==> config.mk <==
export PLATFORM = sky130hd
export DESIGN_NAME = clkstop_gate
export DESIGN_NICKNAME = d
export VERILOG_FILES = /design/src/rtl/clkstop_pkg.sv /design/src/rtl/clkstop_sampler.sv /design/src/rtl/clkstop_pair.sv /design/src/rtl/clkstop_bus.sv /design/src/rtl/clkstop_gate.sv
export SDC_FILE = /design/constraint.sdc
export NUM_CORES = 1
export LEC_CHECK = 0
export CELL_PAD_IN_SITES_DETAIL_PLACEMENT = 0
export CELL_PAD_IN_SITES_GLOBAL_PLACEMENT = 1
export CORE_UTILIZATION = 33
export DETAILED_ROUTE_END_ITERATION = 16
export PLACE_DENSITY = 0.83
export SLEW_MARGIN = 20
export SYNTH_ARGS = -nofsm -noshare
export SYNTH_HDL_FRONTEND = slang
export SYNTH_SLANG_ARGS = --single-unit
==> constraint.sdc <==
create_clock -name clk -period 1.6 [get_ports clk]
set_input_delay 0.48 -clock clk [delete_from_list [all_inputs] [get_ports clk]]
set_output_delay 0.48 -clock clk [all_outputs]
set_load 0.02 [all_outputs]
==> src/rtl/clkstop_pkg.sv <==
package clkstop_pkg;

  // Edge found between the previous and the current sampled level.
  function automatic logic edge_seen(input logic prev, input logic cur, input logic on_rise);
    return on_rise ? (~prev & cur) : (prev & ~cur);
  endfunction

  // The gate may only move while the source sits at its resting level.
  function automatic logic hold_gate(input logic src, input logic rest_lvl,
                                     input logic want_run, input logic cur_run);
    return (src == rest_lvl) ? want_run : cur_run;
  endfunction

endpackage

==> src/rtl/clkstop_sampler.sv <==
module clkstop_sampler #(
  parameter int STAGES  = 2,
  parameter bit ON_RISE = 1'b0
) (
  input  logic clk,
  input  logic rst_n,
  input  logic src,
  input  logic d,
  output logic hit,
  output logic q
);
  import clkstop_pkg::*;

  logic              src_q;
  logic [STAGES-1:0] pipe;

  assign hit = edge_seen(src_q, src, ON_RISE);
  assign q   = pipe[STAGES-1];

  always_ff @(posedge clk or negedge rst_n) begin
    if (!rst_n) src_q <= 1'b0;
    else        src_q <= src;
  end

  for (genvar s = 0; s < STAGES; s++) begin : g_stage
    always_ff @(posedge clk or negedge rst_n) begin
      if (!rst_n)   pipe[s] <= 1'b1;
      else if (hit) pipe[s] <= (s == 0) ? d : pipe[(s == 0) ? 0 : s-1];
    end
  end
endmodule

==> src/rtl/clkstop_pair.sv <==
module clkstop_pair (
  input  logic clk,
  input  logic rst_n,
  input  logic src,
  input  logic req_run,
  input  logic free_run,
  input  logic enable,
  input  logic tri_stop,
  output logic out_t,
  output logic out_c,
  output logic out_oe,
  output logic run
);
  import clkstop_pkg::*;

  logic run_next;

  // Resting level of a pair is true-high, so gating moves only while src is 1.
  assign run_next = hold_gate(src, 1'b1, free_run | req_run, run);

  always_ff @(posedge clk or negedge rst_n) begin
    if (!rst_n) begin
      run    <= 1'b1;
      out_t  <= 1'b0;
      out_c  <= 1'b0;
      out_oe <= 1'b0;
    end else begin
      run    <= run_next;
      out_t  <= enable & (run_next ? src : 1'b1);
      out_c  <= enable & run_next & ~src;
      out_oe <= enable & (run_next | ~tri_stop);
    end
  end
endmodule

==> src/rtl/clkstop_bus.sv <==
module clkstop_bus #(
  parameter int N_BUS  = 7,
  parameter int N_FREE = 3
) (
  input  logic              clk,
  input  logic              rst_n,
  input  logic              src,
  input  logic              req_run,
  input  logic [N_BUS-1:0]  bus_en,
  input  logic [N_FREE-1:0] free_en,
  input  logic [N_FREE-1:0] free_obey,
  output logic [N_BUS-1:0]  bus_out,
  output logic [N_FREE-1:0] free_out,
  output logic              run
);
  import clkstop_pkg::*;

  logic              run_next;
  logic [N_FREE-1:0] free_next;

  // Resting level of the bus group is low, so gating moves only while src is 0.
  assign run_next = hold_gate(src, 1'b0, req_run, run);

  for (genvar k = 0; k < N_FREE; k++) begin : g_free
    assign free_next[k] = free_en[k] & src & (~free_obey[k] | run_next);
  end

  always_ff @(posedge clk or negedge rst_n) begin
    if (!rst_n) begin
      run      <= 1'b1;
      bus_out  <= '0;
      free_out <= '0;
    end else begin
      run      <= run_next;
      bus_out  <= bus_en & {N_BUS{src & run_next}};
      free_out <= free_next;
    end
  end
endmodule

==> src/rtl/clkstop_gate.sv <==
module clkstop_gate #(
  parameter int N_CPU     = 3,
  parameter int N_BUS     = 7,
  parameter int N_FREE    = 3,
  parameter int CPU_TAPS  = 2,
  parameter int BUS_TAPS  = 1
) (
  input  logic              clk,
  input  logic              rst_n,
  input  logic              cpu_src,
  input  logic              cpu_stop_n,
  input  logic [N_CPU-1:0]  cpu_free,
  input  logic [N_CPU-1:0]  cpu_en,
  input  logic              cpu_tri_stop,
  input  logic              bus_src,
  input  logic              bus_stop_pin_n,
  input  logic              bus_stop_reg,
  input  logic [N_BUS-1:0]  bus_en,
  input  logic [N_FREE-1:0] free_en,
  input  logic [N_FREE-1:0] free_stoppable,
  output logic [N_CPU-1:0]  cpu_t,
  output logic [N_CPU-1:0]  cpu_c,
  output logic [N_CPU-1:0]  cpu_oe,
  output logic [N_BUS-1:0]  bus_out,
  output logic [N_FREE-1:0] free_out
);
  // Named internal events, brought out for the checker.
  logic             cpu_fall;
  logic             cpu_req_run;
  logic             bus_rise;
  logic             bus_req_run;
  logic             bus_eff_run;
  logic [N_CPU-1:0] cpu_run;
  logic             bus_run;

  assign bus_eff_run = bus_stop_pin_n & bus_stop_reg;

  clkstop_sampler #(.STAGES(CPU_TAPS), .ON_RISE(1'b0)) i_cpu_smp (
    .clk(clk), .rst_n(rst_n), .src(cpu_src), .d(cpu_stop_n),
    .hit(cpu_fall), .q(cpu_req_run)
  );

  clkstop_sampler #(.STAGES(BUS_TAPS), .ON_RISE(1'b1)) i_bus_smp (
    .clk(clk), .rst_n(rst_n), .src(bus_src), .d(bus_eff_run),
    .hit(bus_rise), .q(bus_req_run)
  );

  for (genvar i = 0; i < N_CPU; i++) begin : g_pair
    clkstop_pair i_pair (
      .clk(clk), .rst_n(rst_n), .src(cpu_src), .req_run(cpu_req_run),
      .free_run(cpu_free[i]), .enable(cpu_en[i]), .tri_stop(cpu_tri_stop),
      .out_t(cpu_t[i]), .out_c(cpu_c[i]), .out_oe(cpu_oe[i]), .run(cpu_run[i])
    );
  end

  clkstop_bus #(.N_BUS(N_BUS), .N_FREE(N_FREE)) i_bus (
    .clk(clk), .rst_n(rst_n), .src(bus_src), .req_run(bus_req_run),
    .bus_en(bus_en), .free_en(free_en), .free_obey(free_stoppable),
    .bus_out(bus_out), .free_out(free_out), .run(bus_run)
  );
endmodule

Word-level counts from Yosys, hierarchy flattened
Cells that the tools add are included.
{ "classes": {"addsub": 0, "mul": 0, "div": 0, "magnitude_cmp": 0, "n_eq_ne": 0, "n_shift": 0, "n_mux": 7, "n_bitwise": 38, "n_reduce_logical": 0} }
{ "ops": {"columns": ["op", "count"], "rows": [
  ["1-bit AND", 22],
  ["1-bit OR", 9],
  ["7-bit AND", 1],
  ["1-bit two-way mux", 7],
  ["1-bit inverter", 6]
]} }
{ "word_totals": {"ff_bits": 28, "latch_bits": 0, "mem_bits_rw": 0, "romBits": 0, "in_bits": 27, "output_inout_bits": 19, "wordCells": 65, "mem_count": 0} }

Logic depth before layout (Yosys ltp)
Gate-level depths: netlist (run 1).
{ "depth": {"depth_word": 4, "mapped_depth": 3, "ltp_nobuf": 2} }

By module
Synthesis (run 1) repeated with hierarchy kept, for this count alone.
{ "hier_totals": {"hier_cells": 71, "area_unflattened_um2": 1021.0} }
{ "modules_own_cells": {"columns": ["mod", "instances", "cells_per_inst", "area_each_um2", "seq_area_each_um2"], "rows": [
  ["clkstop_pair", 3, 11, 145.1, 101.3],
  ["clkstop_bus", 1, 27, 377.9, 276.5],
  ["clkstop_sampler at i_cpu_smp", 1, 6, 121.4, 77.6],
  ["clkstop_sampler at i_bus_smp", 1, 4, 80.1, 51.3],
  ["clkstop_gate", 1, 1, 6.3, 0.0]
]} }

Worst setup path after synthesis (run 1)
Ideal clock, no wire load.
{ "synth_timing": {"kind": "input -> register", "startpoint": "input port cpu_src", "endpoint": "register i_cpu_smp.pipe[0]", "setup_time_ns": 0.085, "arrival_ns": 0.951, "required_ns": 1.515, "path_slack_ns": 0.564, "cell_stages": 2, "n_path_buf": 0, "path_cell_list": "nor2b_1 mux2_1"} }
{ "synth_between": {"elab_chain_cells": 2} }
{ "synth_rtl": {"columns": ["item", "line_no", "source"], "rows": [
  ["start, declared", "clkstop_gate.sv:10", "input logic cpu_src,"],
  ["1-bit inverter", "clkstop_pkg.sv:5", "return on_rise ? (~prev & cur) : (prev & ~cur);"],
  ["1-bit AND", "clkstop_pkg.sv:5", null],
  ["end signal, assigned by index", "clkstop_sampler.sv:28", "else if (hit) pipe[s] <= (s == 0) ? d : pipe[(s == 0) ? 0 : s-1];"],
  ["end, declared", "clkstop_sampler.sv:15", "logic [STAGES-1:0] pipe;"]
]} }
No other way between the ends.
A chain may end at the register's enable or synchronous reset.

Worst setup path after layout (run 1)
{ "layout_timing": {"startpoint": "register i_bus.bus_out[6]", "endpoint": "output port bus_out[6]"} }
{ "layout_rtl": {"columns": ["item", "line_no", "source"], "rows": [
  ["start, declared", "clkstop_bus.sv:12", "output logic [N_BUS-1:0] bus_out,"],
  ["start signal, assigned", "clkstop_bus.sv:35", "bus_out <= bus_en & {N_BUS{src & run_next}};"],
  ["end, declared", "clkstop_gate.sv:24", "output logic [N_BUS-1:0] bus_out,"]
]} }
No word-level cell between the ends.

==> results of run 1 <==
## how the worst max path moves through the flow
stage                                        end  slack [ns]
after global routing                  bus_out[0]        0.03
after floorplan                i_cpu_smp.pipe[0]        0.56
after detailed placement       i_cpu_smp.pipe[0]        0.04
after global placement    g_pair[1].i_pair.out_t        0.07
final                                 bus_out[6]        0.09
after CTS                             bus_out[6]        0.08
## Yosys cell counts
cell type / n
dfrtp_1: 21
buf_4: 9
nand2_1: 8
and3_1: 7
dfstp_2: 7
inv_1: 5
o21ai_0: 4
a21oi_1: 3
a31oi_1: 3
and2_1: 3
nand2b_1: 3
nor2_1: 3
mux2_1: 2
nor2b_1: 2
clkbuf_2: 1
mux2i_1: 1
## sequential cells by signal, indices dropped and copies added, names as in the netlist
register and count:
g_pair.i_pair.out_c 3, g_pair.i_pair.out_oe 3, g_pair.i_pair.out_t 3, g_pair.i_pair.run 3, i_bus.bus_out 7, i_bus.free_out 3
i_bus.run 1, i_bus_smp.q 1, i_bus_smp.src_q 1, i_cpu_smp.pipe 1, i_cpu_smp.q 1, i_cpu_smp.src_q 1
## repair_timing
item | in CTS | in global routing
gates resized for setup | 19 | 0
setup endpoints to repair | 19 | 0
buffers inserted | 0 | 0
## per-layer routing
metal / up-vias / GRT usage (%)
met3: 2 / 5.134
met2: 36 / 22.76
met5: - / 0
met1: 312 / 10.70
met4: 0 / 6.122
li1: 338 / -
## kinds of logic after synthesis
group | synth area share, %
flops | 69.40
simple gates | 13.22
buf+inv | 8.934
compound gates | 5.263
mux | 3.182
## where the power goes
group	internal (mW)	total (mW)	switching, mW
registers	0.787	0.811	0.0235
logic	0.123	0.238	0.115
clock network	0.139	0.326	0.187
## layout make-up
type | count | area share (%)
repair buffers | 48 | 31.06
well taps | 31 | 2.609
clock buffers | 4 | 2.441
inverters | 5 | 1.263
flip-flops and latches | 28 | 47.73
multi-input cells | 39 | 14.90
==> impl_metrics.env, run 1 <==
export IMPL_finalSetupTns_ns=0
export IMPL_dieArea_um2=3324
export IMPL_finalPower_mw=1.375
export IMPL_stdcell_area_um2=1486
export IMPL_coreArea_um2=2853
export IMPL_clock_latency_ns=0.31
export IMPL_multiInputGateArea_um2=221.5
export IMPL_hold_ws_ns=0.4904
export IMPL_root_buffer="clkbuf_4"
export IMPL_dpl_cell_count=151
export IMPL_ctsHoldBuffers=0
export IMPL_area_growth_pct=45.41
export IMPL_viasPerCell=4.439
export IMPL_timing_critical_path_max_delay_family="flip-flops"
export IMPL_fp_row_count=19
export IMPL_p_per_area_nw_per_um2=924.9
export IMPL_rrSetupSlack_ns=0.66
export IMPL_status="finished with violations"
export IMPL_place_hpwl_mm=1.442
export IMPL_synth_warnings=0
export IMPL_p_leak_nw=0.7596
export IMPL_hold_viol=0
export IMPL_antenna_found_initial=0
export IMPL_cts_sinks=28
export IMPL_grt_max_degree=29
export IMPL_cts_tree="yes"
export IMPL_overflow=0
export IMPL_firstDrtPassIters=10
export IMPL_finalWorstSetupSlack_ns=0.08974
export IMPL_routed_via_count=688
export IMPL_max_cap_violations=0
export IMPL_max_stage_delay_ns=0.40
export IMPL_worst_ep_arrival_time_ns=1.03
export IMPL_num_io_pins=46
export IMPL_ys_ff_latch=28
export IMPL_initial_core_util_pct=35.83
export IMPL_reg2reg_to="i_cpu_smp.pipe[0]"
export IMPL_gp_congestion=0.6789
export IMPL_fill_cells=275
export IMPL_place_area_um2=1474
export IMPL_grt_pass1_wl_mm=2.953
export IMPL_routed_wl_mm=1.823
export IMPL_fp_dieW_um=57.66
export IMPL_initialDrtViolationCount=8
export IMPL_syn_inst=82
export IMPL_utilization_pct=52.11
export IMPL_end_kind="primary output"
export IMPL_worst_path_buf_inv=1
export IMPL_pre_cts_ws_ns=0.03752
export IMPL_critPathMaxFanout=1
export IMPL_worst_pin_slew_ns=0.2399
export IMPL_min_path_cells=2
export IMPL_hp_class="reg -> reg"
export IMPL_ys_types=16
export IMPL_grt_pass1_vias=731
export IMPL_violations="DRC"
export IMPL_slew_limit_headroom_pct=83.84
export IMPL_reg2reg_depth=2
export IMPL_grtUsageTotal_pct=12.02
export IMPL_fin_crit_sh_pct=94.39
export IMPL_hold_end="i_bus_smp.q"
export IMPL_crit_chain="dlygate4sd2_1"
export IMPL_criticalPathCategory="reg -> out"
export IMPL_most_common_layout_cells="clkdlybuf4s50_1, dfrtp_1, dlygate4sd2_1, nand2_1"
export IMPL_wl_per_cell_um=11.76
export IMPL_path_depth=1
export IMPL_finClkSkew_ns=0.003816
export IMPL_top_layer="met4"
export IMPL_layout_drive_gt1_share_pct=11.29
export IMPL_ys_seq_area_share_pct=69.40
export IMPL_cts_max_level=1
export IMPL_syn_area_per_cell_um2=12.47
export IMPL_maxSlewViolCount=0
export IMPL_n_antenna_cell=0
export IMPL_r2r_start="i_cpu_smp.src_q"
export IMPL_antenna_left=0
export IMPL_synth_top_area_share_pct=51.41
export IMPL_met3WireLength_um=238
export IMPL_wl_met2_um=919
export IMPL_final_nets=152
export IMPL_synth_area_leaders="dfrtp_1, dfstp_2, buf_4, and3_1, nand2_1"
export IMPL_regArea_um2=709.4
export IMPL_worstPathRequired_ns=1.12
export IMPL_synth_fp_nets=109
export IMPL_irDropWorstVdd_mv=0.3652
export IMPL_die_y_um=57.66
export IMPL_final_cells=155
export IMPL_worstSetupStartpoint="i_bus.bus_out[6]"
export IMPL_worstHoldStart="i_bus_smp.src_q"
export IMPL_port_buffers=45
export IMPL_setup_violations_final=0
export IMPL_rsz0062_at_grt="no"
export IMPL_drcViolationCount=4
export IMPL_cp_slowest_cell="dfrtp_1"
export IMPL_cts_buffer_depth=2
export IMPL_cts_clk_slew_worst_paths_ns=0.14
export IMPL_wl_met1_um=651
export IMPL_cts_buffers=3
export IMPL_layout_commonest_cell="clkdlybuf4s50_1"
export IMPL_synth_area_um2=1022
export IMPL_start_kind="register"
export IMPL_yosysTopAreaCell="dfrtp_1"
export IMPL_min_period_ns=1.510
export IMPL_fmax_mhz=662.1
No activity file was read; power rests on OpenSTA's default activity.
==> run 2: changes to the inputs <==
--- a/config.mk
+++ b/config.mk
@@ -8,6 +8,7 @@
 export CELL_PAD_IN_SITES_DETAIL_PLACEMENT = 0
 export CELL_PAD_IN_SITES_GLOBAL_PLACEMENT = 1
 export CORE_UTILIZATION = 33
+export CTS_CLUSTER_SIZE = 12
 export DETAILED_ROUTE_END_ITERATION = 16
 export PLACE_DENSITY = 0.83
 export SLEW_MARGIN = 20
==> results of run 2 <==
Final layout, timing and power as in run 1 (identical DEF).
